$ cat src/rtl/ipc_mbox_pkg.sv
package ipc_mbox_pkg;
  typedef enum logic [1:0] {
    SEL_SIG  = 2'd0,
    SEL_CTRL = 2'd1,
    SEL_TX   = 2'd2,
    SEL_RX   = 2'd3
  } reg_sel_e;

  localparam int unsigned CTRL_TX_EMPTY = 0;
  localparam int unsigned CTRL_TX_FULL  = 1;
  localparam int unsigned CTRL_NOTE_LO  = 2;
  localparam int unsigned CTRL_FLUSH    = 3;
  localparam int unsigned CTRL_RX_EMPTY = 8;
  localparam int unsigned CTRL_RX_FULL  = 9;
  localparam int unsigned CTRL_NOTE_HI  = 10;
  localparam int unsigned CTRL_ERR      = 14;
  localparam int unsigned CTRL_EN       = 15;
endpackage

$ cat src/rtl/ipc_mbox_fifo.sv
module ipc_mbox_fifo #(
  parameter int unsigned DATA_W = 32,
  parameter int unsigned DEPTH  = 16,
  localparam int unsigned AW    = (DEPTH > 1) ? $clog2(DEPTH) : 1,
  localparam int unsigned CW    = $clog2(DEPTH + 1)
) (
  input  logic              clk,
  input  logic              rst_n,
  input  logic              push_i,
  input  logic [DATA_W-1:0] push_data_i,
  input  logic              pop_i,
  input  logic              flush_i,
  output logic [DATA_W-1:0] head_o,
  output logic [CW-1:0]     count_o,
  output logic              empty_o,
  output logic              full_o
);
  logic [DATA_W-1:0] mem [DEPTH];
  logic [AW-1:0] wptr_q, wptr_d, rptr_q, rptr_d;
  logic [CW-1:0] cnt_q, cnt_d;
  logic do_push, do_pop;

  function automatic logic [AW-1:0] bump(input logic [AW-1:0] p);
    return (p == AW'(DEPTH - 1)) ? '0 : p + 1'b1;
  endfunction

  assign empty_o = (cnt_q == '0);
  assign full_o  = (cnt_q == CW'(DEPTH));
  assign head_o  = mem[rptr_q];
  assign count_o = cnt_q;

  always_comb begin
    do_push = push_i && !full_o && !flush_i;
    do_pop  = pop_i && !empty_o && !flush_i;
    wptr_d  = wptr_q;
    rptr_d  = rptr_q;
    cnt_d   = cnt_q;
    if (flush_i) begin
      wptr_d = '0;
      rptr_d = '0;
      cnt_d  = '0;
    end else begin
      if (do_push) wptr_d = bump(wptr_q);
      if (do_pop)  rptr_d = bump(rptr_q);
      if (do_push && !do_pop)      cnt_d = cnt_q + 1'b1;
      else if (do_pop && !do_push) cnt_d = cnt_q - 1'b1;
    end
  end

  always_ff @(posedge clk or negedge rst_n) begin
    if (!rst_n) begin
      wptr_q <= '0;
      rptr_q <= '0;
      cnt_q  <= '0;
    end else begin
      wptr_q <= wptr_d;
      rptr_q <= rptr_d;
      cnt_q  <= cnt_d;
    end
  end

  always_ff @(posedge clk) begin
    if (do_push) mem[wptr_q] <= push_data_i;
  end
endmodule

$ cat src/rtl/ipc_mbox_port.sv
module ipc_mbox_port
  import ipc_mbox_pkg::*;
#(
  parameter int unsigned DATA_W = 32
) (
  input  logic              clk,
  input  logic              rst_n,
  input  logic              req_i,
  input  logic              we_i,
  input  logic [1:0]        sel_i,
  input  logic [DATA_W-1:0] wdata_i,
  output logic [DATA_W-1:0] rdata_o,
  input  logic [3:0]        peer_code_i,
  output logic [3:0]        code_o,
  input  logic              tx_empty_i,
  input  logic              tx_full_i,
  input  logic              rx_empty_i,
  input  logic              rx_full_i,
  input  logic [DATA_W-1:0] rx_head_i,
  output logic              push_o,
  output logic [DATA_W-1:0] push_data_o,
  output logic              pop_o,
  output logic              flush_o,
  output logic              en_o,
  output logic              err_o
);
  reg_sel_e sel;
  logic acc_wr, acc_rd, rx_read, push_try, push_overflow;
  logic [3:0] code_q, code_d;
  logic [1:0] aux_q, aux_d;
  logic [1:0] note_q, note_d;
  logic en_q, en_d, err_q, err_d;
  logic [DATA_W-1:0] last_q, last_d, rdata_q, rdata_d;
  logic [31:0] sig_view, ctrl_view;

  assign sel    = reg_sel_e'(sel_i);
  assign acc_wr = req_i && we_i;
  assign acc_rd = req_i && !we_i;

  assign push_try      = acc_wr && (sel == SEL_TX) && en_q;
  assign push_o        = push_try && !tx_full_i;
  assign push_overflow = push_try && tx_full_i;
  assign push_data_o   = wdata_i;
  assign rx_read       = acc_rd && (sel == SEL_RX);
  assign pop_o         = rx_read && en_q && !rx_empty_i;
  assign flush_o       = acc_wr && (sel == SEL_CTRL) && wdata_i[CTRL_FLUSH];

  assign sig_view  = {16'b0, 1'b0, aux_q[1], aux_q[0], 1'b0, code_q, 4'b0, peer_code_i};
  assign ctrl_view = {16'b0, en_q, err_q, 3'b0, note_q[1], rx_full_i, rx_empty_i,
                      4'b0, 1'b0, note_q[0], tx_full_i, tx_empty_i};

  always_comb begin
    code_d  = code_q;
    aux_d   = aux_q;
    note_d  = note_q;
    en_d    = en_q;
    err_d   = err_q;
    last_d  = last_q;
    rdata_d = rdata_q;
    if (acc_wr && sel == SEL_SIG) begin
      code_d = wdata_i[11:8];
      aux_d  = wdata_i[14:13];
    end
    if (acc_wr && sel == SEL_CTRL) begin
      en_d   = wdata_i[CTRL_EN];
      note_d = {wdata_i[CTRL_NOTE_HI], wdata_i[CTRL_NOTE_LO]};
      if (wdata_i[CTRL_ERR]) err_d = 1'b0;
    end
    if (push_overflow || (rx_read && rx_empty_i)) err_d = 1'b1;
    if (rx_read && !rx_empty_i) last_d = rx_head_i;
    if (acc_rd) begin
      unique case (sel)
        SEL_SIG:  rdata_d = DATA_W'(sig_view);
        SEL_CTRL: rdata_d = DATA_W'(ctrl_view);
        SEL_TX:   rdata_d = '0;
        SEL_RX:   rdata_d = rx_empty_i ? last_q : rx_head_i;
        default:  rdata_d = '0;
      endcase
    end
  end

  always_ff @(posedge clk or negedge rst_n) begin
    if (!rst_n) begin
      code_q  <= '0;
      aux_q   <= '0;
      note_q  <= '0;
      en_q    <= 1'b0;
      err_q   <= 1'b0;
      last_q  <= '0;
      rdata_q <= '0;
    end else begin
      code_q  <= code_d;
      aux_q   <= aux_d;
      note_q  <= note_d;
      en_q    <= en_d;
      err_q   <= err_d;
      last_q  <= last_d;
      rdata_q <= rdata_d;
    end
  end

  assign rdata_o = rdata_q;
  assign code_o  = code_q;
  assign en_o    = en_q;
  assign err_o   = err_q;
endmodule

$ cat src/rtl/ipc_mailbox.sv
module ipc_mailbox #(
  parameter int unsigned DATA_W = 32,
  parameter int unsigned DEPTH  = 16,
  localparam int unsigned CW    = $clog2(DEPTH + 1)
) (
  input  logic              clk,
  input  logic              rst_n,
  input  logic              a_req,
  input  logic              a_we,
  input  logic [1:0]        a_sel,
  input  logic [DATA_W-1:0] a_wdata,
  output logic [DATA_W-1:0] a_rdata,
  input  logic              b_req,
  input  logic              b_we,
  input  logic [1:0]        b_sel,
  input  logic [DATA_W-1:0] b_wdata,
  output logic [DATA_W-1:0] b_rdata
);
  logic rst_meta_q, rst_sync_n;

  always_ff @(posedge clk or negedge rst_n) begin
    if (!rst_n) begin
      rst_meta_q <= 1'b0;
      rst_sync_n <= 1'b0;
    end else begin
      rst_meta_q <= 1'b1;
      rst_sync_n <= rst_meta_q;
    end
  end

  logic              s_req   [2];
  logic              s_we    [2];
  logic [1:0]        s_sel   [2];
  logic [DATA_W-1:0] s_wdata [2];
  logic [DATA_W-1:0] s_rdata [2];
  logic [3:0]        s_code  [2];
  logic              s_push  [2];
  logic [DATA_W-1:0] s_pdata [2];
  logic              s_pop   [2];
  logic              s_flush [2];
  logic              s_en    [2];
  logic              s_err   [2];
  logic [DATA_W-1:0] q_head  [2];
  logic [CW-1:0]     q_cnt   [2];
  logic              q_empty [2];
  logic              q_full  [2];

  assign s_req[0]   = a_req;
  assign s_we[0]    = a_we;
  assign s_sel[0]   = a_sel;
  assign s_wdata[0] = a_wdata;
  assign s_req[1]   = b_req;
  assign s_we[1]    = b_we;
  assign s_sel[1]   = b_sel;
  assign s_wdata[1] = b_wdata;
  assign a_rdata    = s_rdata[0];
  assign b_rdata    = s_rdata[1];

  for (genvar g = 0; g < 2; g++) begin : g_side
    localparam int unsigned P = 1 - g;

    ipc_mbox_fifo #(.DATA_W(DATA_W), .DEPTH(DEPTH)) u_txq (
      .clk         (clk),
      .rst_n       (rst_sync_n),
      .push_i      (s_push[g]),
      .push_data_i (s_pdata[g]),
      .pop_i       (s_pop[P]),
      .flush_i     (s_flush[g]),
      .head_o      (q_head[g]),
      .count_o     (q_cnt[g]),
      .empty_o     (q_empty[g]),
      .full_o      (q_full[g])
    );

    ipc_mbox_port #(.DATA_W(DATA_W)) u_port (
      .clk         (clk),
      .rst_n       (rst_sync_n),
      .req_i       (s_req[g]),
      .we_i        (s_we[g]),
      .sel_i       (s_sel[g]),
      .wdata_i     (s_wdata[g]),
      .rdata_o     (s_rdata[g]),
      .peer_code_i (s_code[P]),
      .code_o      (s_code[g]),
      .tx_empty_i  (q_empty[g]),
      .tx_full_i   (q_full[g]),
      .rx_empty_i  (q_empty[P]),
      .rx_full_i   (q_full[P]),
      .rx_head_i   (q_head[P]),
      .push_o      (s_push[g]),
      .push_data_o (s_pdata[g]),
      .pop_o       (s_pop[g]),
      .flush_o     (s_flush[g]),
      .en_o        (s_en[g]),
      .err_o       (s_err[g])
    );
  end
endmodule

$ cat config.mk
export PLATFORM = sky130hd
export DESIGN_NAME = ipc_mailbox
export DESIGN_NICKNAME = d
export VERILOG_FILES = /design/src/rtl/ipc_mbox_pkg.sv /design/src/rtl/ipc_mbox_fifo.sv /design/src/rtl/ipc_mbox_port.sv /design/src/rtl/ipc_mailbox.sv
export SDC_FILE = /design/constraint.sdc
export NUM_CORES = 1
export LEC_CHECK = 0
export ABC_AREA = 1
export BUFFER_PORTS_ARGS = -buffer_cell sky130_fd_sc_hd__clkbuf_2
export CELL_PAD_IN_SITES_DETAIL_PLACEMENT = 1
export CELL_PAD_IN_SITES_GLOBAL_PLACEMENT = 2
export CORE_MARGIN = 5
export CORE_UTILIZATION = 30
export DETAILED_ROUTE_END_ITERATION = 6
export PLACE_DENSITY = 0.59
export SYNTH_ARGS = -nofsm -noshare
export SYNTH_HDL_FRONTEND = slang
export SYNTH_HIERARCHICAL = 1
export SYNTH_SLANG_ARGS = --single-unit
export TNS_END_PERCENT = 1
$ cat constraint.sdc
create_clock -name clk -period 7.2 [get_ports clk]
set_input_delay 0.36 -clock clk [delete_from_list [all_inputs] [get_ports clk]]
set_output_delay 0.36 -clock clk [all_outputs]
set_load 0.1 [all_outputs]
Yosys cells after proc, flatten, opt, wreduce, memory -nomap -nowiden
Memory sizes are Yosys's and may differ from the RTL's. Cells that the tools add are included.

Add/subtract/negate cells: 8. Eq/ne operators: 12. Muxes and demuxes: 32. Reduce and logical (&&, ||, !) cells: 70.

Operators with widths (number): case mux 32 bit (4 select lines) (2); two-way mux 32 bit (2); two-way mux 4 bit (12); logical AND 1 bit (40); two-way mux 5 bit (6); adder 4 x 1 -> 4 bit, second input constant (4); equality test 4 bit, second input constant (4); nonzero test 2 bit (8); zero test 1 bit (12); adder 5 x 1 -> 5 bit, second input constant (2); equality test 5 bit, second input constant (2); zero test 5 bit (2); two-way mux 1 bit (10); subtractor 5 x 1 -> 5 bit, second input constant (2); equality test 2 bit, second input constant (4); nonzero test 3 bit (2); equality test 2 x 1 -> 1 bit, second input constant (2); zero test 2 bit (2); AND reduction 2 bit (2); logical OR 1 bit (2).

Register bits after elaboration: 176. Memory bits (writable): 1024. Input port bits: 74. Output and inout port bits: 64. Word-level logic and storage cells: 146. Memories kept: 2.

Memories: g_side[0].u_txq.mem (words 16, bits a word 32, rd ports 1, clocked after Yosys merged registers in 0, write ports 1, RTL line ipc_mbox_fifo.sv:18) `logic [DATA_W-1:0] mem [DEPTH];`; g_side[1].u_txq.mem (words 16, bits a word 32, rd ports 1, clocked after Yosys merged registers in 0, write ports 1, RTL line ipc_mbox_fifo.sv:18).

Depth between registers and ports, before layout
Gate-level depths: netlist (run 1).

Depth in word-level cells: 11. Mapped depth: 20. Gate-level depth less buffers: 18.

Modules after synthesis
Netlist (run 1), hierarchy kept.

Modules (own cells, without submodules): ipc_mbox_fifo (instances 2, cells each 1605, area each 20827.5 µm², sequential area each 15700.1 µm²); ipc_mbox_port (instances 2, cells each 433, area each 3520.9 µm², sequential area each 1851.8 µm²); ipc_mailbox (instances 1, cells each 3, area each 53.8 µm², sequential area each 50.0 µm²).

Least setup slack after synthesis (run 1)
No wires, ideal clock.

Path kind: input to register. Start point: in a_sel[0]. End point: mem g_side[0].u_txq.mem[0][0] (enable). Arrival: 2634 ps. Required time: 6779 ps. Path slack: 4145 ps. Stages on the path: 8. Path through: buf_4 > nor2_1 > nand3_1 > nor2_1 > nand2_1 > nor2_4 > nand2_1 > nor2_1.

RTL lines: start: declaration (RTL line ipc_mailbox.sv:10) `input logic [1:0] a_sel,`; end: declaration (RTL line ipc_mbox_fifo.sv:18).

==> run metrics, run 1 <==
tightest hold margin 0.0486 ns; Post-Synth Adder-Cell Area 0.544%; Clk pin slew, worst setup/hold paths 0.06 ns; core area around 0.16 mm^2; Die Ht between 400 and 500 um; post-cts repair resize count 0; worst setup margin between 3 and 4 ns; Avg Cell Area, Syn ~12 um^2; Vias/cell between 4 and 5; Post-synth top flop edfxtp_1; Iteration-0 DRC Markers 2479; Die ar. roughly 0.17 mm^2; CTS tree done; # nets final around 4300; Final setup viols 0; detailed placer's ending HPWL 82.3 mm; WS Path Type register to register; Max Slew Vio Count 0; per-cell routed wire length 24.3 um; Synth Register Bits 1200; placed cell count about 6200; XOR/XNOR Fraction of Synth Area less than 1%; Setup TNS Final 0 ns; WL final 157 mm; Synth Area in Compound Gates roughly 7.9%; worst skew pair latency slightly below 0.8 ns; worst path arrival time roughly 4.8 ns; Slew HR 25.4%; Via Count around 32000; routability cong. a little over 0.7; Tmin final 4.19 ns; Synth Cell Area between 0.04 and 0.05 mm^2; synthesized net count around 4200; max cap viols 0; antenna-violating nets left 0; hold crit path type primary input to register; TritonCTS Buffers 140; Residual DRC 0; I/O Buffers ~140; Fin Clk Skew 0.0451 ns; Remaining Overflow, GRT 0; Std-Cell Rows between 100 and 150; Layout Cells excl Fill 6467; root buffer cell clkbuf_16; sequential fraction of the synthesis area between 70% and 80%; RSZ-0062 raised after global routing no; count leader, synth edfxtp_1; synth warn 6; Longest Clk Path Bufs 3; simple-gate share of the synthesized area approximately 15%; Req. time, crit path a little under 8 ns; top post-synthesis cells by area edfxtp_1, dfrtp_1, nand2_1; Cells after Synth 4079; first-pass GRT wire length ~230 mm; Startpoint Class register; Synth area leader edfxtp_1; Place WS 3.01 ns; H-tree Lvls 4; mux share of post-synthesis cell area 0%; largest family of logic cells by synthesized area simple AND/OR/NAND/NOR gates; CP Max Fanout 40; Tcrit/Tclk final roughly three fifths; fmax 239 MHz; largest net degree at the start of global routing roughly 200; CTS Sinks 1200; initial core utilization 30.1%; share of the synthesized area in the top cell type 63.1%; share of post-route cells with drive strength above 1 between 10 and 15%; status completed; final hold violations 0; top cells by count, synth edfxtp_1, nand2_1, nor2_1, o21ai_0, nand3_1; Setup crit end kind register; slew of the pin with the lowest slew margin between 1 and 1.5 ns; Ports 138; total global-route track usage 18.2%; number of global-route vias before repair between 30000 and 40000; Yosys cell types 31; Area Growth Syn to Fin 15.1%; asr flop ratio synth approximately 15%; worst vdd ir between 0.2 and 0.3 mV; PwrDens 388 mW/mm^2; TritonRoute pass-1 iters 5; Pleak around 20 nW; Die W around 410 um; Post-synth EDFFs 1024; initial antenna violation count 12
flip-flops by register name (all words and copies together) (netlist names):
register	count
rst_sync_n	1
g_side.u_port/aux_q	4
g_side.u_port/err_o	2
g_side.u_port/last_q	64
g_side.u_port/code_o	8
g_side.u_txq/wptr_q	8
g_side.u_port/rdata_o	64
g_side.u_port/note_q	4
g_side.u_port/en_o	2
g_side.u_txq/count_o	10
g_side.u_txq/mem	1024
rst_meta_q	1
g_side.u_txq/rptr_q	8
worst paths after layout:
kind                                                        startpoint                                        to  slack (ns)  depth (start not counted)
min in group asynchronous                         rst_sync_n$_DFF_PN0_  g_side[0].u_port/rdata_o[22]$_DFFE_PN0N_        0.39                          0
worst min-delay path                                        b_wdata[0]       g_side[1].u_txq/mem[0][0]$_DFFE_PP_        0.05                          1
worst min register to register                    rst_meta_q$_DFF_PN0_                      rst_sync_n$_DFF_PN0_        0.35                          0
worst max register to register  g_side[0].u_txq/count_o[0]$_DFFE_PN0P_    g_side[0].u_txq/count_o[4]$_DFFE_PN0P_        3.01                         19
max in group asynchronous                         rst_sync_n$_DFF_PN0_     g_side[1].u_txq/rptr_q[1]$_DFFE_PN0P_        5.45                          1
worst max-delay path            g_side[0].u_txq/count_o[0]$_DFFE_PN0P_    g_side[0].u_txq/count_o[4]$_DFFE_PN0P_        3.01                         19
area by class of cell:
class / count / area (um^2)
Antenna cell: 5 / 12.5
Clock buffer: 188 / 3760
Clock inverter: 68 / 714
Fill cell: 17400 / 106000
Inverter: 142 / 547
Multi-Input combinational cell: 2443 / 11500
Sequential cell: 1200 / 35200
Tap cell: 2175 / 2720
Timing Repair Buffer: 246 / 1670
where the power goes:
| group | total (mW) | internal, mW | leakage, nW | switching (mW) |
|---|---|---|---|---|
| registers | 8.53 | 8.00 | 11.4 | 0.537 |
| logic | 6.29 | 1.49 | 6.58 | 4.80 |
| clock network | 6.97 | 4.00 | 2.17 | 2.97 |
| total | 21.8 | 13.5 | 20.2 | 8.31 |
through the flow:
stage	power [mW]	util (%)	area [um^2]
global placement	15.0	31.6	51200
floorplan	12.8	-	48800
detailed placement	15.1	31.6	51200
CTS	22.2	34.6	56100
finish	21.8	34.6	56100
global route	23.0	34.6	56100
critical path, cell delays in order, from the launching register on:
cell and delay [ns]:
dfrtp_1 0.44, nor2_1 0.19, nand3_1 0.15, clkinv_1 0.07, buf_4 0.47, clkinv_1 0.45, nand2_1 0.16, buf_4 0.49
nor2_1 0.13, nand3_1 0.21, nand2_1 0.25, ha_1 0.40, a21oi_1 0.20, nand3_1 0.09, nand2_1 0.09, inv_1 0.04
nand2_1 0.05, nand2_1 0.05, nand2_1 0.06, nand2_1 0.05
cell usage in the layout, fill, tap and decap left out, drive strengths merged, types with 8 or more instances in the layout:
cell type and count:
nand3 298, o21ai 400, nand2 868, dfrtp 176
a21oi 176, dlygate4sd3 45, ha 18, bufinv 8
clkinv 54, buf 64, clkbuf 325, inv 147
nand4 96, o22ai 44, o211ai 92, nor2 436
edfxtp 1024
logic make-up (layout without fill, tap and decap cells):
logic type | Yosys count | in the layout
fa+ha+maj | 20 | 20
compound gates | 714 | 714
simple gates | 1704 | 1704
other cells | 1 | 6
flops | 1200 | 1200
xor+xnor | 4 | 4
buf+inv | 436 | 644
repair_timing:
action / CTS / global route
hold buffers: 45 / 0
buffers inserted: 0 / 0
hold endpoints to repair: 620 / 0
per-layer routing:
layer | part of all wire [%] | vias up | track usage, %
met2 | 45 | 596 | 28.5
met5 | 0.025 | - | 0
met4 | 1.9 | 6 | 4.11
met1 | 48 | 16500 | 26.5
met3 | 4.7 | 176 | 3.22
li1 | - | 14600 | -
No activity file was read; power rests on OpenSTA's default activity.
==> run 2: changes to the inputs <==
==> constraint.sdc (replaced) <==
create_clock -name clk -period 3.95 [get_ports clk]
set_input_delay 0.1975 -clock clk [delete_from_list [all_inputs] [get_ports clk]]
set_output_delay 0.1975 -clock clk [all_outputs]
set_load 0.1 [all_outputs]
==> run 2 against run 1 <==
Net effect: final cell count rose by 1.3%; register-to-register slack worse by 2.2 ns; critical endpoint is now g_side[1].u_txq/count_o[4]$_DFFE_PN0P_; hold slack got worse by 0.014 ns; highest routed layer is now met4; total power grew 84%; core utilization up 0.57 points; worst setup slack got worse by 2.8 ns; clock-buffer cell count decreased by 6; non-clock buffer count increased by 83; largest cell class unchanged.
==> run metrics, run 2 (synthesis results as in run 1) <==
tightest hold margin 0.0347 ns; routability cong. between 0.7 and 0.8; WS Path Type primary input to register; number of global-route vias before repair 32900; initial core utilization between 30 and 40%; Final setup viols 0; total of fill cells in the finished design around 17000; overall power around 40 mW; area of the multi-input gates around 0.012 mm^2; share of post-route cells with drive strength above 1 roughly an eighth; Die ar. around 0.17 mm^2; Startpoint Class primary input; Residual DRC 0; antenna-violating nets left 0; Die Ht 413 um; worst vdd ir around 0.47 mV; status completed; I/O Buffers approximately 140; H-tree Lvls 4; slew of the pin with the lowest slew margin between 1 and 1.5 ns; commonest non-fill, non-tap cells in the layout edfxtp_1, nand2_1, nor2_1; Area Growth Syn to Fin 17.0%; crit-path cells dlygate4sd3_1, clkbuf_2, nand2_1, dlygate4sd3_1, nor2_1, dlygate4sd3_1, inv_1, nor2_1, inv_1, nand3_2, nand2_2, ha_1, a21oi_1, nand3_1, nand2_1, inv_1, nand2_1, nand2_1, nand2_1, nand2_1; CTS tree done; Iteration-0 DRC Markers 1936; most common cell after layout, fill and taps aside edfxtp_1; Fin Clk Skew 0.0319 ns; register bank with the most flops g_side.u_txq/mem; Max Slew Vio Count 0; Seq. cell area roughly 0.035 mm^2; Ports approximately 140; core area roughly 0.16 mm^2; Place WS between 0.7 and 0.8 ns; CP Max Fanout 8; per-cell routed wire length approximately 23 um; Worst Reg-to-Reg Cells 9; Longest Clk Path Bufs 3; PwrDens about 700 mW/mm^2; Req. time, crit path 4.62 ns; worst skew pair latency between 0.7 and 0.8 ns; reg-to-reg slack, setup ~0.84 ns; Slew HR about 22%; post-CTS setup buffers 0; final hold violations 0; # nets final ~4400; Tcrit/Tclk final 94.9%; Tmin final around 3.7 ns; RSZ-0062 raised after global routing no; Via Count 31900; max reg flops between 1000 and 1500; Setup TNS Final 0 ns; Final Cell Area between 0.05 and 0.06 mm^2; Clk pin slew, worst setup/hold paths ~0.06 ns; first-pass GRT wire length about 220 mm; root buffer cell clkbuf_16; hold crit path type primary input to register; worst setup path startpoint b_we; max cap viols 0; Reg-to-Reg End g_side[1].u_txq/mem[4][27]$_DFFE_PP_; DR WL met2 roughly 69 mm; met3 wire length ~5.7 mm; worst setup margin slightly above 0.2 ns; Vias/cell 4.86; Final Core Density between 30% and 40%; Critical Path Max Stage Delay 0.65 ns; CP most frequent cell nand2_1; TritonCTS Buffers between 100 and 150; Setup crit end kind register; worst r2r src g_side[1].u_txq/count_o[1]$_DFFE_PN0P_; worst setup path end g_side[1].u_txq/count_o[4]$_DFFE_PN0P_; placed cell count 6207; fmax around 270 MHz; Remaining Overflow, GRT 0; WL final about 150 mm; Die W between 400 and 500 um; Std-Cell Rows 148; initial antenna violation count 5; CTS Sinks 1200; largest net degree at the start of global routing 141; worst path arrival time between 4 and 5 ns; total global-route track usage roughly 18%; Layout Cells excl Fill roughly 6600; Post-DP Area 0.0517 mm^2; M1 WL roughly 74 mm; detailed placer's ending HPWL about 92 mm; Pleak about 21 nW; Top Layer Used met4; slowest stage cell, crit path dlygate4sd3_1; TritonRoute pass-1 iters 5
-- run 2: per-layer routing --
metal | up-vias | track usage [%]
li1 | 14800 | -
met1 | 16400 | 25.5
met2 | 493 | 27.9
met3 | 171 | 3.03
met4 | 0 | 3.91
met5 | - | 0
-- run 2: layout make-up --
cell class,count,share of cell area [%]
well taps,2175,4.77
flip-flops and latches,1200,61.7
clock buffers,182,6.73
diodes,3,0.0132
inverters,142,0.952
repair buffers,329,4.57
multi-input cells,2443,20.2
clock inverters,77,1.07
-- run 2: how the worst min path moves through the flow --
stage | depth (start not counted) | startpoint | slack, ns | endpoint
6_report | 1 | a_wdata[2] | 0.03 | g_side[0].u_txq/mem[11][2]$_DFFE_PP_
4_1_cts | 1 | a_wdata[2] | 0.007 | g_side[0].u_txq/mem[0][2]$_DFFE_PP_
2_1_floorplan | 0 | rst_n | -0.1 | rst_meta_q$_DFF_PN0_
5_1_grt | 1 | a_wdata[2] | 0.02 | g_side[0].u_txq/mem[11][2]$_DFFE_PP_
3_3_place_gp | 1 | rst_n | -0.01 | rst_meta_q$_DFF_PN0_
3_5_place_dp | 1 | rst_n | -0.01 | rst_meta_q$_DFF_PN0_
-- run 2: timing repair --
| item | CTS | global route |
|---|---|---|
| hold buffers | 82 | 0 |
| endpoints found under the hold margin | 966 | 0 |
| endpoints found under the setup margin | 0 | 2 |
| gates resized for setup | 0 | 2 |
-- run 2: worst max-delay path, delay by kind of cell --
family	cells	cell delay (ns)
buffers and inverters	7	2.30
and+or+nand+nor	11	1.36
adders and majority gates	1	0.37
AOI/OAI and AO/OA	1	0.20
-- run 2: where the power goes --
group	switching (mW)	total, mW	internal [mW]
logic	9.16	12.2	3.00
clock network	5.31	12.6	7.27
registers	0.699	15.3	14.6
total	15.2	40.0	24.9
